**src/rtl/stream_stats_pkg.sv**
```systemverilog
package stream_stats_pkg;
  // which start value a feedback gate forces while the registered clear is high
  typedef enum logic [1:0] {
    FB_SUM = 2'd0,
    FB_MAX = 2'd1,
    FB_MIN = 2'd2
  } fb_kind_e;
endpackage

```
**src/rtl/fb_gate.sv**
```systemverilog
module fb_gate
  import stream_stats_pkg::*;
#(
  parameter int       W    = 16,
  parameter fb_kind_e KIND = FB_SUM
) (
  input  logic         clr_i,
  input  logic [W-1:0] fb_i,
  output logic [W-1:0] fb_o
);
  if (KIND == FB_MIN) begin : g_min
    // sign bit via AND, magnitude bits via OR -> largest positive code
    assign fb_o = {fb_i[W-1] & ~clr_i, fb_i[W-2:0] | {(W-1){clr_i}}};
  end else begin : g_zero
    assign fb_o = fb_i & {W{~clr_i}};
  end
endmodule

```
**src/rtl/sum_track.sv**
```systemverilog
module sum_track
  import stream_stats_pkg::*;
#(
  parameter int W = 16
) (
  input  logic         clk_i,
  input  logic         rst_ni,
  input  logic         clr_i,
  input  logic [W-1:0] data_i,
  output logic [W-1:0] q_o
);
  logic [W-1:0] fb, din, sum;

  fb_gate #(.W(W), .KIND(FB_SUM)) u_fb (.clr_i(clr_i), .fb_i(q_o), .fb_o(fb));
  fb_gate #(.W(W), .KIND(FB_SUM)) u_din (.clr_i(clr_i), .fb_i(data_i), .fb_o(din));

  assign sum = fb + din;

  always_ff @(posedge clk_i or negedge rst_ni) begin
    if (!rst_ni) q_o <= '0;
    else         q_o <= sum;
  end
endmodule

```
**src/rtl/extreme_track.sv**
```systemverilog
module extreme_track
  import stream_stats_pkg::*;
#(
  parameter int       W    = 16,
  parameter fb_kind_e KIND = FB_MAX
) (
  input  logic         clk_i,
  input  logic         rst_ni,
  input  logic         clr_i,
  input  logic [W-1:0] data_i,
  output logic [W-1:0] q_o
);
  localparam logic [W-1:0] START = (KIND == FB_MIN) ? {1'b0, {(W-1){1'b1}}} : '0;

  logic [W-1:0] fb;
  logic         beats;

  fb_gate #(.W(W), .KIND(KIND)) u_fb (.clr_i(clr_i), .fb_i(q_o), .fb_o(fb));

  if (KIND == FB_MIN) begin : g_lt
    assign beats = ~clr_i & ($signed(data_i) < $signed(fb));
  end else begin : g_gt
    assign beats = ~clr_i & ($signed(data_i) > $signed(fb));
  end

  always_ff @(posedge clk_i or negedge rst_ni) begin
    if (!rst_ni) q_o <= START;
    else         q_o <= beats ? data_i : fb;
  end
endmodule

```
**src/rtl/stream_stats.sv**
```systemverilog
module stream_stats
  import stream_stats_pkg::*;
#(
  parameter int DATA_W = 16
) (
  input  logic              clk_i,
  input  logic              rst_ni,
  input  logic              clear_i,
  input  logic [DATA_W-1:0] data_i,
  output logic [DATA_W-1:0] acc_o,
  output logic [DATA_W-1:0] max_o,
  output logic [DATA_W-1:0] min_o
);
  localparam int N_EXT = 2;

  logic              clr_q;
  logic [DATA_W-1:0] ext_q [N_EXT];

  always_ff @(posedge clk_i or negedge rst_ni) begin
    if (!rst_ni) clr_q <= 1'b0;
    else         clr_q <= clear_i;
  end

  sum_track #(.W(DATA_W)) u_sum (
    .clk_i(clk_i), .rst_ni(rst_ni), .clr_i(clr_q), .data_i(data_i), .q_o(acc_o)
  );

  for (genvar g = 0; g < N_EXT; g++) begin : g_ext
    localparam fb_kind_e K = (g == 0) ? FB_MAX : FB_MIN;
    extreme_track #(.W(DATA_W), .KIND(K)) u_ext (
      .clk_i(clk_i), .rst_ni(rst_ni), .clr_i(clr_q), .data_i(data_i), .q_o(ext_q[g])
    );
  end

  assign max_o = ext_q[0];
  assign min_o = ext_q[1];
endmodule

```
**config.mk**
```make
export PLATFORM = sky130hd
export DESIGN_NAME = stream_stats
export DESIGN_NICKNAME = d
export VERILOG_FILES = /design/src/rtl/stream_stats_pkg.sv /design/src/rtl/fb_gate.sv /design/src/rtl/sum_track.sv /design/src/rtl/extreme_track.sv /design/src/rtl/stream_stats.sv
export SDC_FILE = /design/constraint.sdc
export NUM_CORES = 1
export LEC_CHECK = 0
export BUFFER_PORTS_ARGS = -buffer_cell sky130_fd_sc_hd__buf_2
export CAP_MARGIN = 20
export CORE_MARGIN = 1
export CORE_UTILIZATION = 40
export CTS_CLUSTER_SIZE = 20
export DETAILED_ROUTE_END_ITERATION = 8
export PLACE_DENSITY = 0.67
export REMOVE_ABC_BUFFERS = 1
export SLEW_MARGIN = 20
export SYNTH_ARGS = -nofsm -noshare
export SYNTH_HDL_FRONTEND = slang
export SYNTH_SLANG_ARGS = --single-unit
```
**constraint.sdc**
```tcl
create_clock -name clk_i -period 3.9 [get_ports clk_i]
set_input_delay 0.585 -clock clk_i [delete_from_list [all_inputs] [get_ports clk_i]]
set_output_delay 0.585 -clock clk_i [all_outputs]
set_load 0.02 [all_outputs]
```
==> Flow_metrics.wiki, run 1 <==
{| class="wikitable"
! Metric !! Value
|-
| Die extent in y || 95.14 um
|-
| Most common flop cell mapped by yosys || dfrtp_1
|-
| Slew @ Worst Pin || 0.6837 ns
|-
| Maximum number of pins on one net before global-route repair || 50
|-
| Clk buf depth || 2
|-
| Pre-Repair DR Iteration Count || 4
|-
| Power per unit of standard cell area || 449.5 nW/um^2
|-
| Total clock sinks || 49
|-
| Critical path startpoint category || register
|-
| Crit Path Category || register to register
|-
| Avg Synthesized Cell Area || 9.454 sq um
|-
| DRC violations left || 0
|-
| Top achievable clock speed || 0.3124 GHz
|-
| Final Setup Violations || 0
|-
| Global-route wire length before repair || 13860 um
|-
| Sequential-to-total area share from yosys stat || 0.3588
|-
| Number of antenna violations at the first check in global routing || 0
|-
| Number of gates given a new drive strength after cts || 0
|-
| CTS tree || built
|-
| Initial cell density of the core || 0.4181
|-
| Static leakage power || 1.990 nW
|-
| Count of flip-flops with a built-in enable after synthesis || 0
|-
| Fraction of final layout cells sized beyond drive strength 1 || 0.2261
|-
| Total global routing overflow || 0
|-
| Average routed wire per standard cell || 15.89 um
|-
| Setup fix buffers added after clock tree synthesis || 0
|-
| Setup TNS || 0 ns
|-
| XOR/XNOR Fraction of Synth Area || 0.02524
|-
| Overall Global Routing Usage || 0.1997
|-
| Via count of the first global-routing pass || 2919
|-
| Final non-filler cell area || 3984 sq um
|-
| Synth Instances || 367
|-
| Iter 0 DRT Violations || 121
|-
| Final slew viol count || 0
|-
| Number of register bits inferred by synthesis || 49
|-
| Worst IR Drop VDD || 0.0001789 V
|-
| Standard-cell rows || 33
|-
| Final Instance Count excl. Fillers || 534
|-
| Antenna diode count || 0
|-
| Number of warnings printed during yosys synthesis || 0
|-
| Residual antenna-violating net count after detailed routing || 0
|-
| FFs w/ async S/R, synth || 1.000
|-
| Hold buffers post-CTS || 0
|-
| Proportion of synthesized area in mux cells || 0.05698
|-
| Die width || 95.14 um
|-
| Boundary Pins || 67
|-
| Main combinational cell family by area after synthesis || compound AO/OA/AOI/OAI gates
|-
| Clock-pin slew on the worst setup and hold paths || 0.09 ns
|-
| Max-Cap Viols || 0
|-
| Final net count || 494
|-
| Utilization after layout || 0.4800
|-
| CORE AREA || 8299 sq um
|-
| CP Capture Type || register
|-
| CTS H-tree lvls || 2
|-
| Max FO, Critical Path || 20
|-
| Total Routed Length || 8484 um
|-
| Arrival time at the worst endpoint || 3.40 ns
|-
| Port Buffers || 66
|-
| Simple-gate portion of the synthesized area || 0.1594
|-
| Worst Setup Slack, final || 0.6987 ns
|-
| Later-pin clock latency in the skew report || 0.31 ns
|-
| Path category of the worst min-delay check || primary input to async pin
|-
| Unrepaired setup endpoints after global routing || false
|-
| GP Congestion || 0.8486
|-
| Data required time of the critical path || 4.10 ns
|-
| Number of clock buffers inserted by TritonCTS || 5
|-
| Total power || 1.791 mW
|-
| Layout-stage area growth over the synthesis result || 14.82%
|-
| Final count of hold timing violations || 0
|-
| Placement Setup Slack || 0.6930 ns
|-
| Synth Area in Adders || 0.1717
|-
| Post-synthesis compound-gate area fraction || 0.1792
|-
| Routed via count || 2869
|-
| Placed inst area || 3867 sq um
|-
| Final hold slack || 0.2580 ns
|-
| Sum of net half-perimeters after detailed placement || 6421 um
|-
| Max Clock Skew || 0.01030 ns
|-
| Min Clock Period, post-route || 3.201 ns
|-
| Number of placed instances with taps included || 526
|-
| Outcome || complete, no violations
|-
| Mapped cell area || 3470 sq um
|-
| Vias per Instance || 5.373
|-
| Die footprint || 9051 sq um
|-
| Post-synth cell types || 49
|-
| Root buf cell || clkbuf_8
|-
| Ratio of final minimum period to clock period || 0.8209
|-
| Relative slew margins || 0.5429
|}
synthesized netlist by cell type (7+ instances only):
| cell type | count | share of area |
|---|---|---|
| clkbuf_1 | 7 | 0.0076 |
| nand2_1 | 29 | 0.031 |
| nor2_1 | 44 | 0.048 |
| a21o_1 | 10 | 0.022 |
| inv_1 | 24 | 0.026 |
| mux2i_1 | 16 | 0.046 |
| nor2b_1 | 17 | 0.031 |
| xnor2_1 | 7 | 0.018 |
| dfrtp_1 | 34 | 0.25 |
| o22a_1 | 14 | 0.035 |
| ha_1 | 46 | 0.17 |
| a21oi_1 | 24 | 0.035 |
| dfstp_2 | 15 | 0.11 |
| o21ai_0 | 9 | 0.013 |
registers in the layout (all words and copies together), names as in the netlist:
name	cells
u_sum.q_o	16
clr_q	1
g_ext.u_ext.q_o	32
cells in the final DEF (no fill, tap or decap), types with 14 or more instances in the layout:
cell type	instances
a21oi_1	24
ha_1	46
dfrtp_1	34
nor2_1	44
o22a_1	14
nand2_1	29
nor2b_1	17
inv_1	24
mux2i_1	16
dfstp_2	15
buf_2	66
kinds of logic (layout without fill, tap and decap cells):
group | after synthesis | after routing
AND/OR/NAND/NOR | 117 | 117
XOR/XNOR | 10 | 10
AO/OA/AOI/OAI | 87 | 87
adder cells (fa/ha/maj) | 47 | 47
multiplexers | 19 | 19
flip-flops | 49 | 49
buffers and inverters | 38 | 100
worst paths after layout:
kind                            slack (ns)             startpoint  cells after the start                    end
max in group asynchronous             2.80                 rst_ni                      2  g_ext[1].u_ext.q_o[5]
worst min-delay path                  0.26                 rst_ni                      1                  clr_q
worst max register to register        0.70                  clr_q                      9  g_ext[0].u_ext.q_o[0]
min in group clk_i                    0.40                clear_i                      1                  clr_q
worst min register to register        0.53  g_ext[1].u_ext.q_o[9]                      1  g_ext[1].u_ext.q_o[9]
worst max-delay path                  0.70                  clr_q                      9  g_ext[0].u_ext.q_o[0]
area by class of cell:
cell class	count	area, sq um
multi-input cells	280	2056
clock buffers	7	86.33
fillers	819	4315
well taps	105	131.4
clock inverters	1	30.03
repair buffers	68	345.3
flip-flops and latches	49	1245
inverters	24	90.09
layer usage:
layer	up-vias	global-route usage	wire length [um]
met2	45	0.3387	4125
met1	1380	0.2578	3927
met3	13	0.03589	264
li1	1431	-	-
met4	0	0.05934	167
met5	-	0	0
critical path, cell delays in order, from the launching register on:
cell      delay, ns
dfrtp_1        0.38
inv_1          0.47
nand2_1        0.17
ha_1           0.36
a21oi_1        0.16
o21ai_1        0.10
a211o_1        0.31
a211oi_2       0.20
mux2_2         0.57
mux2_4         0.36
power breakdown:
part,total (mW),internal [mW],switching (mW)
logic,0.719,0.283,0.436
registers,0.682,0.621,0.0612
clock network,0.390,0.210,0.180
Power figures use the tool's default switching activity.
==> inputs of run 2 (changes only) <==
PLACE_DENSITY = 0.69   (was 0.67)
clock period = 2.7 ns   (was 3.9 ns; I/O delays follow)
==> run 2 against run 1 <==
Compared with the run above: setup slack got worse by 0.61 ns; non-clock buffer count up 20; core utilization increased by 2.9 points; maximum frequency rose by 23%; global-route usage is 0.63 points lower; power rose by 43%; worst hold slack lost 0.19 ns; critical path depth rose by 2; cell count increased by 3.7%; register-to-register slack lost 0.61 ns; sequential power grew 45%; critical path type unchanged.
==> Flow_metrics.wiki, run 2 (synthesis results as in run 1) <==
{| class="wikitable"
! Metric !! Value
|-
| Largest reg by FF count || g_ext.u_ext.q_o
|-
| Slowest-stage cell, CP || dfrtp_1
|-
| Clk buf depth || 2
|-
| Relative slew margins || 0.6407
|-
| Total global routing overflow || 0
|-
| Unrepaired setup endpoints after global routing || true
|-
| Setup TNS || 0 ns
|-
| Most common library cell in the layout ignoring fill and taps || buf_2
|-
| Die footprint || 9051 sq um
|-
| Routed via count || 3015
|-
| Power per unit of standard cell area || 604.2 nW/um^2
|-
| Area taken by multi-input logic gates || 2131 sq um
|-
| CTS H-tree lvls || 2
|-
| Largest registers || g_ext.u_ext.q_o x32, u_sum.q_o x16, clr_q x1
|-
| Cell breakdown of the critical path || inv_1, buf_12, nand2_1, ha_1, a21oi_1, o21ai_1, a211o_1, a211oi_2, mux2_4, buf_4, mux2i_1
|-
| Vias per Instance || 5.442
|-
| Largest register FFs || 32
|-
| DRC violations left || 0
|-
| Residual antenna-violating net count after detailed routing || 0
|-
| Total Routed Length || 8563 um
|-
| Final net count || 514
|-
| Gate family responsible for the most delay along the worst path || compound AO/OA/AOI/OAI gates
|-
| Final slew viol count || 0
|-
| Arrival time at the worst endpoint || 2.79 ns
|-
| Crit path buffers/inverters || 3
|-
| Slew @ Worst Pin || 0.5390 ns
|-
| Final Instance Count excl. Fillers || 554
|-
| Antenna diode count || 0
|-
| Iter 0 DRT Violations || 173
|-
| Final Setup Violations || 0
|-
| Layout-stage area growth over the synthesis result || 21.78%
|-
| Placed inst area || 4028 sq um
|-
| Largest stage delay, worst path || 0.40 ns
|-
| Number of placed instances with taps included || 544
|-
| Max Clock Skew || 0.01054 ns
|-
| GP Congestion || 0.8641
|-
| Boundary Pins || 67
|-
| Hold buffers post-CTS || 0
|-
| Min Clock Period, post-route || 2.607 ns
|-
| Pre-Repair DR Iteration Count || 4
|-
| Total clock sinks || 49
|-
| Final hold slack || 0.07188 ns
|-
| Max FO, Critical Path || 20
|-
| Total power || 2.553 mW
|-
| Number of clock buffers inserted by TritonCTS || 5
|-
| Max-Cap Viols || 0
|-
| Static leakage power || 2.100 nW
|-
| Data required time of the critical path || 2.88 ns
|-
| Overall Global Routing Usage || 0.1935
|-
| Maximum number of pins on one net before global-route repair || 43
|-
| Standard-cell rows || 33
|-
| Combined flip-flop and latch cell area || 1245 sq um
|-
| Global-route wire length before repair || 13560 um
|-
| CP Capture Type || register
|-
| Top achievable clock speed || 0.3835 GHz
|-
| Initial cell density of the core || 0.4181
|-
| Final count of hold timing violations || 0
|-
| Clock-pin slew on the worst setup and hold paths || 0.09 ns
|-
| Port Buffers || 66
|-
| Root buf cell || clkbuf_8
|-
| CTS tree || built
|-
| Ratio of final minimum period to clock period || 0.9657
|-
| Critical path startpoint category || register
|-
| Worst IR Drop VDD || 0.0002790 V
|-
| Final non-filler cell area || 4225 sq um
|-
| Crit Path Category || register to register
|-
| Die extent in y || 95.14 um
|-
| Fraction of final layout cells sized beyond drive strength 1 || 0.2806
|-
| Commonest non-fill, non-tap cells in the layout || buf_2, nor2_1, ha_1, dfrtp_1, nand2_1
|-
| Path category of the worst min-delay check || primary input to async pin
|-
| Sum of net half-perimeters after detailed placement || 6491 um
|-
| CORE AREA || 8299 sq um
|-
| Die width || 95.14 um
|-
| Fill cell instance count of the final layout || 750
|-
| Number of antenna violations at the first check in global routing || 0
|-
| Outcome || complete, no violations
|-
| Average routed wire per standard cell || 15.46 um
|-
| Later-pin clock latency in the skew report || 0.30 ns
|-
| Via count of the first global-routing pass || 2916
|}
-- run 2: cell count changes in the layout (fill, tap and decap cells not counted), moves of 2 or more --
| cell | change |
|---|---|
| buf_4 | +16 |
| ha_1 | -4 |
| ha_4 | +3 |
| a21oi_1 | -2 |
| a21oi_2 | +2 |
| buf_12 | +2 |
-- run 2: cell type report --
cell class                 instances  share of cell area
clock buffer                       7             0.01806
clock inverter                     1            0.001777
inverter                          24             0.02132
multi-input combinational        280              0.5043
sequential                        49              0.2946
tap                              105             0.03109
timing repair buffer              88              0.1288
-- run 2: worst paths after layout --
check	start	to	slack [ns]	depth (start not counted)
worst max-delay path	clr_q	g_ext[0].u_ext.q_o[10]	0.09	11
worst min-delay path	rst_ni	u_sum.q_o[0]	0.07	1
worst max register to register	clr_q	g_ext[0].u_ext.q_o[10]	0.09	11
worst min register to register	g_ext[1].u_ext.q_o[5]	g_ext[1].u_ext.q_o[5]	0.52	1
max in group asynchronous	rst_ni	g_ext[1].u_ext.q_o[12]	2.05	2
min in group clk_i	clear_i	clr_q	0.22	1
-- run 2: metal layers --
layer,vias up,global-route usage,share of wire,routed length (um)
met4,0,0.05934,0.017,147
met3,12,0.03429,0.041,353
met5,-,0,0,0
met2,70,0.3345,0.49,4232
met1,1453,0.2440,0.45,3829
li1,1480,-,-,-
-- run 2: report_power, final --
part | switching (mW) | internal, mW | leakage (nW) | total, mW
Sequential | 0.0896 | 0.897 | 0.586 | 0.986
Combinational | 0.656 | 0.477 | 1.48 | 1.13
Clock | 0.249 | 0.184 | 0.0385 | 0.433
Total | 0.995 | 1.56 | 2.10 | 2.55
-- run 2: per-stage QoR --
step,util,worst slack [ns]
global route,0.5091,-0.03294
finish,0.5091,0.09255
detailed placement,0.4853,-0.006249
floorplan,-,-0.9313
global placement,0.4853,0.03693
CTS,0.4960,0.02187
-- run 2: what timing repair did --
| item | CTS | global route |
|---|---|---|
| gates resized for setup | 1 | 13 |
| buffers inserted | 0 | 1 |
| setup endpoints to repair | 1 | 28 |
| pin swaps | 0 | 1 |
==> inputs of run 3 (changes only) <==
HOLD_SLACK_MARGIN = 0.05   (was unset)
SYNTH_HIERARCHICAL = 1   (was unset)
TNS_END_PERCENT = 1   (was unset)
==> run 3 against run 2 <==
Compared with the run above: the run now ends with negative setup slack left; cell area is 17% higher; core utilization is 2.4 points higher; via count is 1.0% lower; largest cell class unchanged.
==> Flow_metrics.wiki, run 3 <==
{| class="wikitable"
! Metric !! Value
|-
| Largest registers || g_ext.u_ext/q_o x32, u_sum/q_o x16, clr_q x1
|-
| Overall Global Routing Usage || 0.1890
|-
| Total global routing overflow || 0
|-
| Power per unit of standard cell area || 532.9 nW/um^2
|-
| Clock-pin slew on the worst setup and hold paths || 0.09 ns
|-
| Iter 0 DRT Violations || 75
|-
| FFs w/ async S/R, synth || 1.000
|-
| CTS H-tree lvls || 2
|-
| Global-route wire length before repair || 14710 um
|-
| Max FO, Critical Path || 8
|-
| Later-pin clock latency in the skew report || 0.31 ns
|-
| Top achievable clock speed || 0.3649 GHz
|-
| DRC violations left || 0
|-
| Antenna diode count || 0
|-
| Total Routed Length || 9828 um
|-
| Failing checks || negative setup slack
|-
| Port Buffers || 66
|-
| Most common cell in the netlist || ha_1
|-
| Leading area contributor after synthesis || dfrtp_1
|-
| Max-Cap Viols || 0
|-
| Standard-cell rows || 35
|-
| Data required time of the critical path || 2.90 ns
|-
| Die extent in y || 100.3 um
|-
| Largest register FFs || 32
|-
| Boundary Pins || 67
|-
| Avg Synthesized Cell Area || 10.55 sq um
|-
| Via count of the first global-routing pass || 3016
|-
| CP Capture Type || register
|-
| Critical path startpoint category || register
|-
| Slew @ Worst Pin || 0.6045 ns
|-
| Largest reg by FF count || g_ext.u_ext/q_o
|-
| Final net count || 521
|-
| Relative slew margins || 0.5970
|-
| Number of antenna violations at the first check in global routing || 0
|-
| Number of register bits inferred by synthesis || 49
|-
| Sequential-to-total area share from yosys stat || 0.3224
|-
| Clk buf depth || 2
|-
| Proportion of synthesized area in mux cells || 0.1128
|-
| Unrepaired setup endpoints after global routing || true
|-
| Average routed wire per standard cell || 16.80 um
|-
| Min Clock Period, post-route || 2.741 ns
|-
| Number of warnings printed during yosys synthesis || 6
|-
| Most common flop cell mapped by yosys || dfrtp_1
|-
| Layout-stage area growth over the synthesis result || 28.29%
|-
| Share of the synthesized area in the top cell type || 0.2203
|-
| CTS tree || built
|-
| Path category of the worst min-delay check || primary input to async pin
|-
| Final count of hold timing violations || 0
|-
| Utilization after layout || 0.5336
|-
| Sum of net half-perimeters after detailed placement || 6909 um
|-
| Residual antenna-violating net count after detailed routing || 0
|-
| Mapped cell area || 3861 sq um
|-
| Die width || 100.3 um
|-
| Static leakage power || 2.500 nW
|-
| Simple-gate portion of the synthesized area || 0.1980
|-
| Most frequent cells after synthesis || ha_1, dfrtp_1, inv_1
|-
| Synth Area in Adders || 0.1542
|-
| Arrival time at the worst endpoint || 2.94 ns
|-
| Hold buffers post-CTS || 0
|-
| Number of clock buffers inserted by TritonCTS || 5
|-
| Die footprint || 10050 sq um
|-
| Worst Setup Slack, final || -0.04084 ns
|-
| XOR/XNOR Fraction of Synth Area || 0.02949
|-
| Vias per Instance || 5.103
|-
| Root buf cell || clkbuf_8
|-
| GP Congestion || 0.8366
|-
| Total clock sinks || 49
|-
| Most common library cell in the layout ignoring fill and taps || buf_2
|-
| Setup TNS || -0.5303 ns
|-
| Commonest non-fill, non-tap cells in the layout || buf_2, ha_1, dfrtp_1, inv_1, mux2_4
|-
| Synth Instances || 366
|-
| CORE AREA || 9284 sq um
|-
| Worst IR Drop VDD || 0.0002719 V
|-
| Fill cell instance count of the final layout || 837
|-
| Post-synth cell types || 49
|-
| Post-synthesis compound-gate area fraction || 0.1251
|-
| Leading post-synthesis cells by cell area || dfrtp_1, ha_1, dfstp_2, mux2_4, nor2b_2
|-
| Count of flip-flops with a built-in enable after synthesis || 0
|-
| Maximum number of pins on one net before global-route repair || 26
|-
| Ratio of final minimum period to clock period || 1.015
|-
| Routed via count || 2985
|-
| Final slew viol count || 0
|-
| Fraction of final layout cells sized beyond drive strength 1 || 0.5022
|-
| Final non-filler cell area || 4954 sq um
|-
| Max Clock Skew || 0.004259 ns
|-
| Final Setup Violations || 20
|-
| Placed inst area || 4388 sq um
|-
| Crit Path Category || register to register
|-
| Outcome || complete, but fails checks
|-
| Pre-Repair DR Iteration Count || 4
|-
| Initial cell density of the core || 0.4159
|-
| Main combinational cell family by area after synthesis || simple AND/OR/NAND/NOR gates
|}
## run 3: kinds of logic after synthesis
kind of cell / count (synthesis)
buffers and inverters: 43
muxes: 32
adders and majority gates: 47
xor gates and xnor gates: 13
DFF: 49
and+or+nand+nor: 115
AOI/OAI and AO/OA: 67
## run 3: per-stage QoR
step                cells  setup WS, ns  hold WS, ns  total power [mW]
finish                585      -0.04084      0.09387             2.640
CTS                   579    -0.0001217       0.1218             2.566
floorplan             355       -0.8620       0.1094             1.621
global route          585       -0.1022       0.1350             2.787
global placement      565       0.03336       0.4515             1.937
detailed placement    565      -0.07946       0.4619             1.955
## run 3: final cells by class
class,instances,area [sq um],area share
clock inverters,2,37.54,0.007578
multi-input cells,274,2633,0.5314
inverters,32,120.1,0.02425
repair buffers,93,670.6,0.1354
clock buffers,6,82.58,0.01667
well taps,129,161.4,0.03258
flip-flops and latches,49,1249,0.2521
## run 3: power breakdown
| group | switching [mW] | internal (mW) | total (mW) |
|---|---|---|---|
| clock network | 0.263 | 0.302 | 0.564 |
| logic | 0.602 | 0.525 | 1.13 |
| registers | 0.0708 | 0.878 | 0.949 |
## run 3: worst max-delay path: stages (launching register included)
cell and delay (ns):
dfrtp_4 0.56, buf_8 0.17, buf_4 0.15, nor2b_2 0.12, inv_1 0.06, ha_1 0.29
nand2_2 0.07, o21ai_1 0.16, a21oi_1 0.11, and3_4 0.16, a21o_4 0.23, buf_6 0.12
buf_12 0.14, mux2_4 0.30
## run 3: timing repair
item                       CTS  global route
gates resized for setup     11            48
setup buffers                5             4
setup endpoints to repair   16            36
pin swaps                    8            19
cloned                       1             2
## run 3: path summary, 6_finish.rpt
check / start / end / slack, ns / cells after the start
worst max-delay path: clr_q / g_ext[0].u_ext/q_o[8] / -0.04 / 13
worst min-delay path: rst_ni / u_sum/q_o[10] / 0.09 / 1
worst max register to register: clr_q / g_ext[0].u_ext/q_o[8] / -0.04 / 13
worst min register to register: u_sum/q_o[0] / u_sum/q_o[0] / 0.65 / 2
max in group asynchronous: rst_ni / g_ext[1].u_ext/q_o[9] / 1.65 / 3
min in group clk_i: clear_i / clr_q / 0.21 / 1
## run 3: layer usage
| layer | wire [um] | vias to the layer above | GRT usage |
|---|---|---|---|
| met2 | 4981 | 59 | 0.3298 |
| met1 | 4365 | 1445 | 0.2394 |
| met4 | 187 | 0 | 0.05351 |
| li1 | - | 1463 | - |
| met5 | 0 | - | 0 |
| met3 | 294 | 18 | 0.03273 |
